$ cat config.mk
export PLATFORM = sky130hd
export DESIGN_NAME = alu_flags_unit
export DESIGN_NICKNAME = d
export VERILOG_FILES = /design/src/rtl/alu_flags_pkg.sv /design/src/rtl/alu_arith.sv /design/src/rtl/alu_flag_merge.sv /design/src/rtl/alu_flags_unit.sv
export SDC_FILE = /design/constraint.sdc
export NUM_CORES = 1
export LEC_CHECK = 0
export BUFFER_PORTS_ARGS = -buffer_cell sky130_fd_sc_hd__buf_2
export CAP_MARGIN = 40
export CORE_ASPECT_RATIO = 0.75
export CORE_MARGIN = 5
export CORE_UTILIZATION = 51
export CTS_CLUSTER_DIAMETER = 100
export DETAILED_ROUTE_END_ITERATION = 10
export PLACE_DENSITY_LB_ADDON = 0.12
export SLEW_MARGIN = 10
export SYNTH_ARGS = -nofsm -noshare
export SYNTH_HDL_FRONTEND = slang
export SYNTH_SLANG_ARGS = --single-unit
$ cat constraint.sdc
create_clock -name clk -period 3.55 [get_ports clk]
set_input_delay 0.71 -clock clk [delete_from_list [all_inputs] [get_ports clk]]
set_output_delay 0.71 -clock clk [all_outputs]
set_load 0.05 [all_outputs]
$ cat src/rtl/alu_flags_pkg.sv
package alu_flags_pkg;

    typedef enum logic [2:0] {
        OP_ADD = 3'd0,
        OP_SUB = 3'd1,
        OP_AND = 3'd2,
        OP_INC = 3'd3,
        OP_DEC = 3'd4
    } alu_op_e;

    typedef enum logic [1:0] {
        ST_IDLE = 2'd0,
        ST_CALC = 2'd1,
        ST_DONE = 2'd2
    } alu_state_e;

    // status word bit positions (fixed by the processor family)
    localparam int CF_POS = 0;
    localparam int PF_POS = 2;
    localparam int AF_POS = 4;
    localparam int ZF_POS = 6;
    localparam int SF_POS = 7;
    localparam int OF_POS = 11;

    typedef struct packed {
        logic carry;
        logic parity;
        logic aux;
        logic zero;
        logic sign;
        logic ovf;
    } arith_status_t;

endpackage

$ cat src/rtl/alu_arith.sv
module alu_arith
    import alu_flags_pkg::*;
#(
    parameter int DATA_W = 16
) (
    input  logic [2:0]        op,
    input  logic              is_word,
    input  logic [DATA_W-1:0] a,
    input  logic [DATA_W-1:0] b,
    output logic [DATA_W-1:0] res,
    output arith_status_t     st,
    output logic              op_known,
    output logic              keep_carry
);
    localparam int HALF_W = DATA_W / 2;
    localparam int MSB_IW = $clog2(DATA_W);

    logic [DATA_W-1:0] b_eff;
    logic              do_sub;
    logic [DATA_W:0]   word_sum;
    logic [HALF_W:0]   byte_sum;
    logic [DATA_W-1:0] arith_res;
    logic [DATA_W-1:0] and_res;
    logic [MSB_IW-1:0] top;
    logic              carry_raw;

    always_comb begin
        op_known   = (op <= OP_DEC);
        keep_carry = (op == OP_INC) || (op == OP_DEC);
        do_sub     = (op == OP_SUB) || (op == OP_DEC);
        b_eff      = keep_carry ? DATA_W'(1) : b;
        top        = is_word ? MSB_IW'(DATA_W - 1) : MSB_IW'(HALF_W - 1);
    end

    always_comb begin
        if (do_sub) begin
            word_sum = {1'b0, a} - {1'b0, b_eff};
            byte_sum = {1'b0, a[HALF_W-1:0]} - {1'b0, b_eff[HALF_W-1:0]};
        end else begin
            word_sum = {1'b0, a} + {1'b0, b_eff};
            byte_sum = {1'b0, a[HALF_W-1:0]} + {1'b0, b_eff[HALF_W-1:0]};
        end
        and_res = a & b;
    end

    always_comb begin
        if (is_word) begin
            arith_res = word_sum[DATA_W-1:0];
            carry_raw = word_sum[DATA_W];
        end else begin
            arith_res = {{(DATA_W-HALF_W){1'b0}}, byte_sum[HALF_W-1:0]};
            carry_raw = byte_sum[HALF_W];
        end
    end

    always_comb begin
        st = '0;
        if (!op_known) begin
            res = is_word ? a : {{(DATA_W-HALF_W){1'b0}}, a[HALF_W-1:0]};
        end else if (op == OP_AND) begin
            res = is_word ? and_res : {{(DATA_W-HALF_W){1'b0}}, and_res[HALF_W-1:0]};
        end else begin
            res       = arith_res;
            st.carry  = carry_raw;
            st.aux    = a[4] ^ b_eff[4] ^ arith_res[4];
            if (do_sub)
                st.ovf = (a[top] != b_eff[top]) && (arith_res[top] != a[top]);
            else
                st.ovf = (a[top] == b_eff[top]) && (arith_res[top] != a[top]);
        end
        st.sign   = res[top];
        st.zero   = (res == '0);
        st.parity = ~^res[7:0];
    end

endmodule

$ cat src/rtl/alu_flag_merge.sv
module alu_flag_merge
    import alu_flags_pkg::*;
(
    input  logic [15:0]   flags_old,
    input  arith_status_t st,
    input  logic          op_known,
    input  logic          keep_carry,
    output logic [15:0]   flags_new
);
    always_comb begin
        flags_new = flags_old;
        if (op_known) begin
            flags_new[PF_POS] = st.parity;
            flags_new[AF_POS] = st.aux;
            flags_new[ZF_POS] = st.zero;
            flags_new[SF_POS] = st.sign;
            flags_new[OF_POS] = st.ovf;
            if (!keep_carry)
                flags_new[CF_POS] = st.carry;
        end
    end
endmodule

$ cat src/rtl/alu_flags_unit.sv
module alu_flags_unit
    import alu_flags_pkg::*;
#(
    parameter int DATA_W = 16
) (
    input  logic              clk,
    input  logic              rst_n,
    input  logic              start,
    input  logic [2:0]        op,
    input  logic              is_word,
    input  logic [DATA_W-1:0] opnd_a,
    input  logic [DATA_W-1:0] opnd_b,
    input  logic [15:0]       flags_in,
    output logic              busy,
    output logic              done,
    output logic [DATA_W-1:0] result,
    output logic [15:0]       flags_out
);
    alu_state_e        state_q, state_d;
    logic [2:0]        op_q;
    logic              word_q;
    logic [DATA_W-1:0] a_q, b_q;
    logic [15:0]       fin_q;
    logic [DATA_W-1:0] calc_res;
    arith_status_t     calc_st;
    logic              calc_known, calc_keep_cf;
    logic [15:0]       calc_flags;

    // state register
    always_ff @(posedge clk) begin
        if (!rst_n) state_q <= ST_IDLE;
        else        state_q <= state_d;
    end

    always_comb begin
        state_d = state_q;
        unique case (state_q)
            ST_IDLE: if (start) state_d = ST_CALC;
            ST_CALC: state_d = ST_DONE;
            ST_DONE: state_d = ST_IDLE;
            default: state_d = ST_IDLE;
        endcase
    end

    // operand capture and outputs
    always_ff @(posedge clk) begin
        if (!rst_n) begin
            op_q      <= '0;
            word_q    <= 1'b0;
            a_q       <= '0;
            b_q       <= '0;
            fin_q     <= '0;
            result    <= '0;
            flags_out <= '0;
            busy      <= 1'b0;
            done      <= 1'b0;
        end else begin
            busy <= (state_d != ST_IDLE);
            done <= (state_d == ST_DONE);
            unique case (state_q)
                ST_IDLE: if (start) begin
                    op_q   <= op;
                    word_q <= is_word;
                    a_q    <= opnd_a;
                    b_q    <= opnd_b;
                    fin_q  <= flags_in;
                end
                ST_CALC: begin
                    result    <= calc_res;
                    flags_out <= calc_flags;
                end
                ST_DONE: ;
                default: ;
            endcase
        end
    end

    alu_arith #(.DATA_W(DATA_W)) u_arith (
        .op         (op_q),
        .is_word    (word_q),
        .a          (a_q),
        .b          (b_q),
        .res        (calc_res),
        .st         (calc_st),
        .op_known   (calc_known),
        .keep_carry (calc_keep_cf)
    );

    alu_flag_merge u_merge (
        .flags_old  (fin_q),
        .st         (calc_st),
        .op_known   (calc_known),
        .keep_carry (calc_keep_cf),
        .flags_new  (calc_flags)
    );

endmodule

Word level (Yosys, flattened, before mapping). Cells that the tools add are included.

Bits in registers: 88. Bits in latches: 0. Memory bits (writable): 0. Bits in read-only memories: 0. Bits of input ports: 55. Output and inout port bits: 34. Logic and storage cells: 67. Memories: 0.

$add $sub $neg: 4. Multipliers: 0. Div/mod/pow operators: 0. Magnitude comparators: 2. Eq/ne operators: 9. Shift-type cells: 0. Multiplexer cells: 30. Bitwise operators: 3. Reduce and logical (&&, ||, !) cells: 9.

Operator list (count): 16-bit two-way mux (6); 16-bit by 16-bit adder with 17-bit output (1); 17-bit two-way mux (1); 16-bit by 16-bit subtractor with 17-bit output (1); 16-bit AND (1); 1-bit binary-select mux with 4-bit select (4); 16-bit logical NOT (1); 1-bit two-way mux (14); 8-bit by 8-bit adder with 9-bit output (1); 9-bit two-way mux (1); 8-bit by 8-bit subtractor with 9-bit output (1); 8-bit XNOR reduction (1); 3-bit by 2-bit equality test with 1-bit output (second input constant) (2); 4-bit by 5-bit < comparator with 1-bit output (second input constant) (1); 2-bit two-way mux (2); 4-bit two-way mux (1); 2-bit one-hot mux with 2 select lines (1); 3-bit by 1-bit equality test with 1-bit output (second input constant) (1); 3-bit equality test (second input constant) (1); 3-bit <= comparator (second input constant) (1); 2-bit by 1-bit equality test with 1-bit output (second input constant) (1); 2-bit equality test (second input constant) (1); 1-bit logical AND (2); 2-bit logical NOT (1); other kinds (6) (9).

Logic depth before layout (Yosys ltp). Gate-level depths: netlist of the first run.

Word-level depth: 13. Gate-level depth with buffers: 20. Mapped depth without buffers: 18.

Hierarchy. From an unflattened synthesis of the first run, not the netlist that was laid out.

Cells, all modules: 709. Area total of the unflattened synthesis: 5311.3 um2.

Modules (own cells, without submodules): alu_flags_unit (times used 1, cells an instance 379, area an instance 3189.3 um2); alu_arith (times used 1, cells an instance 313, area an instance 1969.4 um2); alu_flag_merge (times used 1, cells an instance 17, area an instance 152.6 um2).

Least setup slack after synthesis of the first run. OpenSTA, ideal clock, no wires.

Path type: register to register. Start: register b_q[0]. End: register flags_out[7]. Arrival time: 3.667 ns. Data required time: 3.480 ns. Slack: -0.187 ns. Stages on the path, launching flop included: 16. Buffers on the path: 1. Period minus slack after synthesis: 3.737 ns. Cell sequence: dfxtp_1 or4_4 nor4_4 nand4bb_1 buf_2 a211oi_2 nand2b_1 a311o_1 ha_1 nand4_1 nor3_1 a21oi_1 xor2_1 o2bb2a_1 a211o_1 a21boi_1.

Cells in the longest elaborated chain, start to end: 9. Elaborated cells on any way between the ends: 15.

Ends and longest elaborated chain: start, declared (line alu_flags_unit.sv:22) `logic [DATA_W-1:0] a_q, b_q;`; start signal, assigned (line alu_flags_unit.sv:65) `b_q <= opnd_b;`; 16-bit two-way mux (line alu_arith.sv:31) `b_eff = keep_carry ? DATA_W'(1) : b;`; 16-bit by 16-bit adder with 17-bit output, or another cell as far along (line alu_arith.sv:40) `word_sum = {1'b0, a} + {1'b0, b_eff};`; 17-bit two-way mux / 9-bit two-way mux (equally long branches) (line alu_arith.sv:36) `if (do_sub) begin`; 16-bit two-way mux (line alu_arith.sv:47) `if (is_word) begin`; 16-bit two-way mux * (line alu_arith.sv:60) `end else if (op == OP_AND) begin`; 16-bit two-way mux * (line alu_arith.sv:58) `if (!op_known) begin`; 1-bit binary-select mux with 4-bit select * (line alu_arith.sv:71) `st.sign = res[top];`; 1-bit two-way mux (not written as such) * (line alu_arith.sv:71); 2-bit two-way mux * (line alu_flag_merge.sv:12) `if (op_known) begin`; end signal, assigned (line alu_flags_unit.sv:70) `flags_out <= calc_flags;`; end, declared (line alu_flags_unit.sv:17) `output logic [15:0] flags_out`.

Mark *: on every way between the ends. The rest lies on a longest branch, timed or not. The select of a mux whose other input is x is not followed. A chain may end at the register's enable or synchronous reset.

Worst setup path after layout of the first run.
Start: register b_q[3]. End: register flags_out[0].

Cells in the longest elaborated chain, start to end: 7. Elaborated cells on any way between the ends: 11.

Ends and longest elaborated chain: 16-bit two-way mux * (line alu_arith.sv:31); 16-bit by 16-bit adder with 17-bit output, or another cell as far along (line alu_arith.sv:40); 17-bit two-way mux / 9-bit two-way mux (equally long branches) (line alu_arith.sv:36); 1-bit two-way mux * (line alu_arith.sv:47); 1-bit two-way mux * (line alu_arith.sv:60); 1-bit two-way mux * (line alu_flag_merge.sv:18) `if (!keep_carry)`; 1-bit two-way mux * (line alu_flag_merge.sv:12).

Mark *: on every way between the ends. The rest lies on a longest branch, timed or not.

==> impl_results.md, run 1 <==
- Compound-Gate Fraction of Synth Area: 0.287
- Number of global-route vias before repair: 4797
- Dpl cells: 894
- Routed wire length: 15200 µm
- Post-Syn Area: 5060 µm²
- Largest net degree at the start of global routing: 46
- Post-Synth Adder-Cell Area: 0.0534
- Clock Path Buffers: 2
- Worst r2r src: b_q[3]
- Post-route clock period utilization: 1.03
- Detail Route Antenna Nets: 0
- DP Worst Slack: -240 ps
- Final WS setup: -108 ps
- Total grt overflow: 0
- Outcome: finished with violations
- H-tree level count: 3
- # port buffers: 88
- Syn Area/Cell: 7.72 µm²
- Ys flop type: dfxtp_1
- Min Tclk post-route: 3660 ps
- Synth Instances: 656
- CP most frequent cell: nor2_1
- XOR/XNOR share of the synthesized area: 0.0415
- Post-synth EDFFs: 0
- Crit Path Max Fanout: 6
- IO Pins: 89
- Main combinational cell family by area after synthesis: compound AO/OA/AOI/OAI gates
- Leakage: 2.88 nW
- Clock skew after layout: 6.37 ps
- CP Buf/Inv Count: 2
- Highest Clock Rate: 0.273 GHz
- Die height: 96.3 µm
- Sequential cell area fraction in the yosys report: 0.344
- # rows: 31
- Area Overhead vs Synth: 30.1%
- Hold path endpoint: flags_out[5]
- Reg2Reg Depth: 16
- Slew @ Worst Pin: 710 ps
- Nets: 858
- Simple-gate share of the synthesized area: 0.226
- WP data required: 3830 ps
- Power Dens Cells: 501 nW/µm²
- Ant diodes: 0
- Worst-path clk slew: 60 ps
- Finished Core Util: 0.682
- Yosys reg bits: 87
- Vias/cell: 5.57
- Initial core utilization: 0.524
- GP Congestion: 0.946
- Asr flop ratio synth: 0
- CP Launch Type: register
- CP max stage delay: 550 ps
- Total CTS buffers: 9
- Hold depth: 2
- Die area: 12000 µm²
- Detailed-route DRC error count: 0
- Kind of critical path: reg -> reg
- TNS Setup: -374 ps
- DP HPWL: 11600 µm
- Netlist cell types: 61
- Proportion of synthesized area in mux cells: 0.0109
- Dpl cell area: 6000 µm²
- Hold Crit Start: fin_q[5]
- GRT Total Usage: 0.253
- Initial DRC count: 412
- Non-Filler Instances: 919
- RR Endpoint: flags_out[0]
- Worst skew pair latency: 340 ps
- First-pass DRT Iterations: 5
- CTS sink count: 87
- Via Count: 5116
- RSZ-0062 raised after global routing: yes
- YS warnings: 0
- Relative slew slack: 0.525
- Worst Setup End Kind: register
- Share of cells above drive strength 1: 0.291
- Hold Path Class: reg -> reg
- Initial antenna violation count: 0
- Die W: 125 µm
- First-pass GRT wire length: 24300 µm
- Root Driver: clkbuf_16
- Max_cap viols: 0
- Fin. max-slew vios: 0
- Mapped Nets: 732
- Hold Violations, Final: 0
- Cell chain of the critical path: or4_4 > nor4_4 > nand4bb_1 > buf_6 > nor2_1 > nor2_1 > o221ai_1 > ha_1 > o21a_1 > o21ai_2 > a31oi_4 > o41ai_2 > buf_4 > xor2_2 > a211o_1 > o21ai_1
- Core area: 9660 µm²
- Failing checks: setup timing
- Total power: 3.30 mW
- Worst reg-to-reg setup slack: -110 ps
- Worst path slowest cell: or4_4
- Routed len/inst: 16.6 µm
- Final setup violation count: 5
- Peak supply drop: 0.000345 V
- Crit path DAT: 3930 ps
- Fin area: 6590 µm²
- Crit-path leading delay family: compound AO/OA/AOI/OAI gates
- Hold_ws: 460 ps
- CTS tree: yes
- Hold_buf cts: 0
[worst max-delay path by stage]
stage               startpoint             to  cells after the start
finish                  b_q[3]   flags_out[0]                     16
global route            b_q[3]  flags_out[11]                     16
global placement        b_q[3]     result[14]                     16
CTS                     b_q[3]   flags_out[7]                     15
floorplan               b_q[1]   flags_out[7]                     15
detailed placement      b_q[3]     result[14]                     16
[where the power goes]
part | internal, mW | switching [mW] | total, mW
registers | 1.04 | 0.0587 | 1.10
clock network | 0.477 | 0.409 | 0.886
logic | 0.605 | 0.715 | 1.32
total | 2.12 | 1.18 | 3.30
[worst min-delay path, cell delays in order (launching register included)]
cell and delay [ps]:
dfxtp_1 310, nand2_1 50, a21boi_0 60
[cell type report]
class	count	area, µm²
Clock inverter	6	45.0
Clock buffer	10	229
Sequential cell	87	1740
Inverter	5	18.8
Timing Repair Buffer	159	993
Fill cell	846	3070
Tap cell	132	165
Multi-Input combinational cell	520	3390
[timing repair]
item,4_1_cts,5_1_grt
pin swaps,10,20
endpoints found under the setup margin,10,12
setup buffers,4,5
gates resized for setup,16,39
[layer usage]
layer | vias to the layer above | part of all wire | GRT usage
li1 | 2552 | - | -
met1 | 2379 | 0.50 | 0.374
met2 | 173 | 0.42 | 0.377
met3 | 12 | 0.071 | 0.0532
met4 | 0 | 0.0083 | 0.0623
met5 | - | 0 | 0
[cells by family (layout without fill, tap and decap cells)]
kind of cell / count (synthesis) / count (layout)
flip-flops: 87 / 87
XOR/XNOR: 24 / 24
AND/OR/NAND/NOR: 264 / 264
multiplexers: 5 / 5
AO/OA/AOI/OAI: 206 / 206
buffers and inverters: 49 / 180
adder cells (fa/ha/maj): 21 / 21
[Yosys cell counts, types with 4 or more instances]
cell type / number / area share
nand2_1: 174 / 0.13
a21boi_0: 62 / 0.092
nor3b_1: 4 / 0.0059
xnor2_1: 12 / 0.021
o221ai_1: 7 / 0.012
ha_1: 20 / 0.049
nand4_1: 6 / 0.0074
a21oi_1: 27 / 0.027
o211a_1: 14 / 0.028
mux2_2: 4 / 0.0089
nor3_1: 8 / 0.0079
nand2b_1: 6 / 0.0074
nor2_1: 36 / 0.027
o21ai_0: 37 / 0.037
and2_1: 6 / 0.0074
xor2_1: 12 / 0.021
nand3_1: 4 / 0.0040
a21o_1: 7 / 0.010
o211ai_1: 6 / 0.0089
nor2b_1: 7 / 0.0087
a31oi_1: 4 / 0.0049
dfxtp_1: 87 / 0.34
o21ai_1: 6 / 0.0059
clkbuf_1: 40 / 0.030
o21a_1: 8 / 0.012
[flip-flops by register name (all words and copies together) (netlist names)]
name       flops
state_q        2
busy           1
flags_out     16
op_q           3
b_q           16
fin_q         16
word_q         1
result        16
a_q           16
[cell usage in the layout (no fill, tap or decap), types with 9 or more instances in the layout]
master / n
dfxtp_1: 86
clkbuf_16: 9
a21oi_1: 21
buf_2: 88
nand2_1: 172
buf_4: 68
o21ai_1: 9
ha_1: 15
a21boi_0: 62
xnor2_1: 12
o21ai_0: 31
nor2_1: 32
o211a_1: 14
xor2_1: 10
Note: power is estimated with default switching activity, not from simulation.
==> run 2: changes to the inputs <==
CORE_UTILIZATION = 57   (was 51)
clock period = 3.85 ns   (was 3.55 ns; I/O delays follow)
==> impl_results.md, run 2 (same netlist as run 1, synthesis figures left out) <==
- Outcome: finished clean
- First-pass DRT Iterations: 5 (unchanged)
- H-tree level count: 3 (unchanged)
- Core area: 8560 µm² (-11%)
- Post-route clock period utilization: 0.981 (-0.0498)
- # rows: 29 (-6.5%)
- Routed wire length: 14900 µm (-1.8%)
- WP data required: 4130 ps (+300 ps)
- Commonest non-fill, non-tap cell in the layout: nand2_1
- First-pass GRT wire length: 23100 µm (-5.0%)
- Clock Path Buffers: 2 (unchanged)
- Vias/cell: 5.87 (+5.4%)
- Peak supply drop: 0.000303 V (-12%)
- Initial antenna violation count: 0 (unchanged)
- Dpl cells: 835 (-6.6%)
- RSZ-0062 raised after global routing: yes
- Power Dens Cells: 476 nW/µm² (-5.1%)
- Share of cells above drive strength 1: 0.242 (-0.0486)
- CP Launch Type: register
- CTS tree: yes
- Initial DRC count: 447 (+8.5%)
- RR Endpoint: flags_out[7]
- Leakage: 2.69 nW (-6.5%)
- Crit path to: flags_out[7]
- Min Tclk post-route: 3780 ps (+117 ps)
- Reg area: 1740 µm² (about the same)
- Worst Setup SP: b_q[0]
- Nets: 822 (-4.2%)
- Worst r2r src: b_q[0]
- Total grt overflow: 0 (unchanged)
- GP Congestion: 0.922 (-2.5%)
- # port buffers: 88 (unchanged)
- CTS sink count: 87 (unchanged)
- Slew @ Worst Pin: 892 ps (+182 ps)
- Largest net degree at the start of global routing: 47 (+2.2%)
- Number of global-route vias before repair: 4503 (-6.1%)
- Total CTS buffers: 9 (unchanged)
- Initial core utilization: 0.591 (+0.0670)
- Hold Path Class: reg -> reg
- Met1 Usage GRT: 0.372 (-0.00188)
- Max_cap viols: 0 (unchanged)
- Highest Clock Rate: 0.265 GHz (-3.1%)
- Commonest non-fill, non-tap cells in the layout: 173 x nand2_1, 88 x buf_2, 87 x dfxtp_1
- Layout fillers: 688 (-19%)
- Hold Violations, Final: 0 (unchanged)
- Multi-input logic area: 3290 µm² (-3.0%)
- Detail Route Antenna Nets: 0 (unchanged)
- Die area: 10900 µm² (-9.6%)
- Worst-path clk slew: 70 ps (about the same)
- Routed len/inst: 17.4 µm (+5.0%)
- IO Pins: 89 (unchanged)
- Relative slew slack: 0.405 (-0.120)
- Non-Filler Instances: 859 (-6.5%)
- Total power: 2.94 mW (-11%)
- Clock skew after layout: 7.88 ps (+1.51 ps)
- GR peak layer: met2
- Crit path DAT: 4060 ps (+130 ps)
- DP HPWL: 10700 µm (-7.7%)
- Final setup violation count: 0 (-5)
- Met2 usage: 0.391 (+0.0140)
- GRT Total Usage: 0.263 (+0.0100)
- Worst Setup End Kind: register
- Kind of critical path: reg -> reg
- Ant diodes: 0 (unchanged)
- Fin. max-slew vios: 0 (unchanged)
- Detailed-route DRC error count: 0 (unchanged)
- Area Overhead vs Synth: 22.1%
- Met3 Resource Use GR: 0.0770 (+0.0238)
- Via Count: 5039 (-1.5%)
- Worst skew pair latency: 350 ps (about the same)
- Crit Path Max Fanout: 4 (-2)
- Reg2Reg Depth: 14 (-2)
- Root Driver: clkbuf_16
- Hold_ws: 461 ps (+1.26 ps)
- Worst reg-to-reg setup slack: 70 ps (+180 ps)
- Die W: 119 µm (-5.0%)
- Die height: 91.6 µm (-4.8%)
run 2: power breakdown:
part / switching (mW) / internal (mW)
combinational: 0.630 / 0.475
clock: 0.375 / 0.441
sequential: 0.0603 / 0.957
total: 1.07 / 1.87
run 2: through the flow:
step	area (µm²)	setup slack (ps)	util	setup TNS (ps)
floorplan	5060	113	-	0
global route	6180	-132	0.722	-255
CTS	5990	17.5	0.699	0
global placement	5670	79.4	0.663	0
detailed placement	5690	19.5	0.665	0
finish	6180	74.7	0.722	0
run 2: final cells by class:
type,instances,area share
clock buffer,10,0.0371
inverter,5,0.00304
timing repair buffer,123,0.116
sequential,87,0.282
clock inverter,6,0.00729
tap,108,0.0219
multi-input combinational,520,0.532
run 2: repair_timing:
item | 4_1_cts | 5_1_grt
hold buffers | 0 | 0
gates resized for setup | 2 | 31
setup buffers | 0 | 8
pin swaps | 0 | 6
setup endpoints to repair | 2 | 7
run 2: worst min-delay path by stage:
stage,from,end,slack (ps),cells past startpoint
2_1_floorplan,fin_q[15],flags_out[15],440,2
3_3_place_gp,fin_q[14],flags_out[14],450,2
3_5_place_dp,flags_out[12],flags_out[12],450,2
4_1_cts,flags_out[12],flags_out[12],460,2
5_1_grt,fin_q[13],fin_q[13],490,2
6_report,flags_out[1],flags_out[1],460,2
run 2: worst max-delay path, cell delays in order (launching register included):
cell	delay, ps
dfxtp_1	310
or4_4	550
nor4_4	210
nand4bb_1	210
a211oi_2	240
nand2b_1	140
a311o_1	460
ha_4	310
nand4_1	120
nor3_1	270
a21oi_2	120
xor2_2	180
o2bb2a_4	220
a211o_1	240
a21boi_1	120
run 2: metal layers:
layer	part of all wire	vias to the layer above
met1	0.47	2318
li1	-	2470
met2	0.43	230
met5	0	-
met4	0.015	0
met3	0.081	21
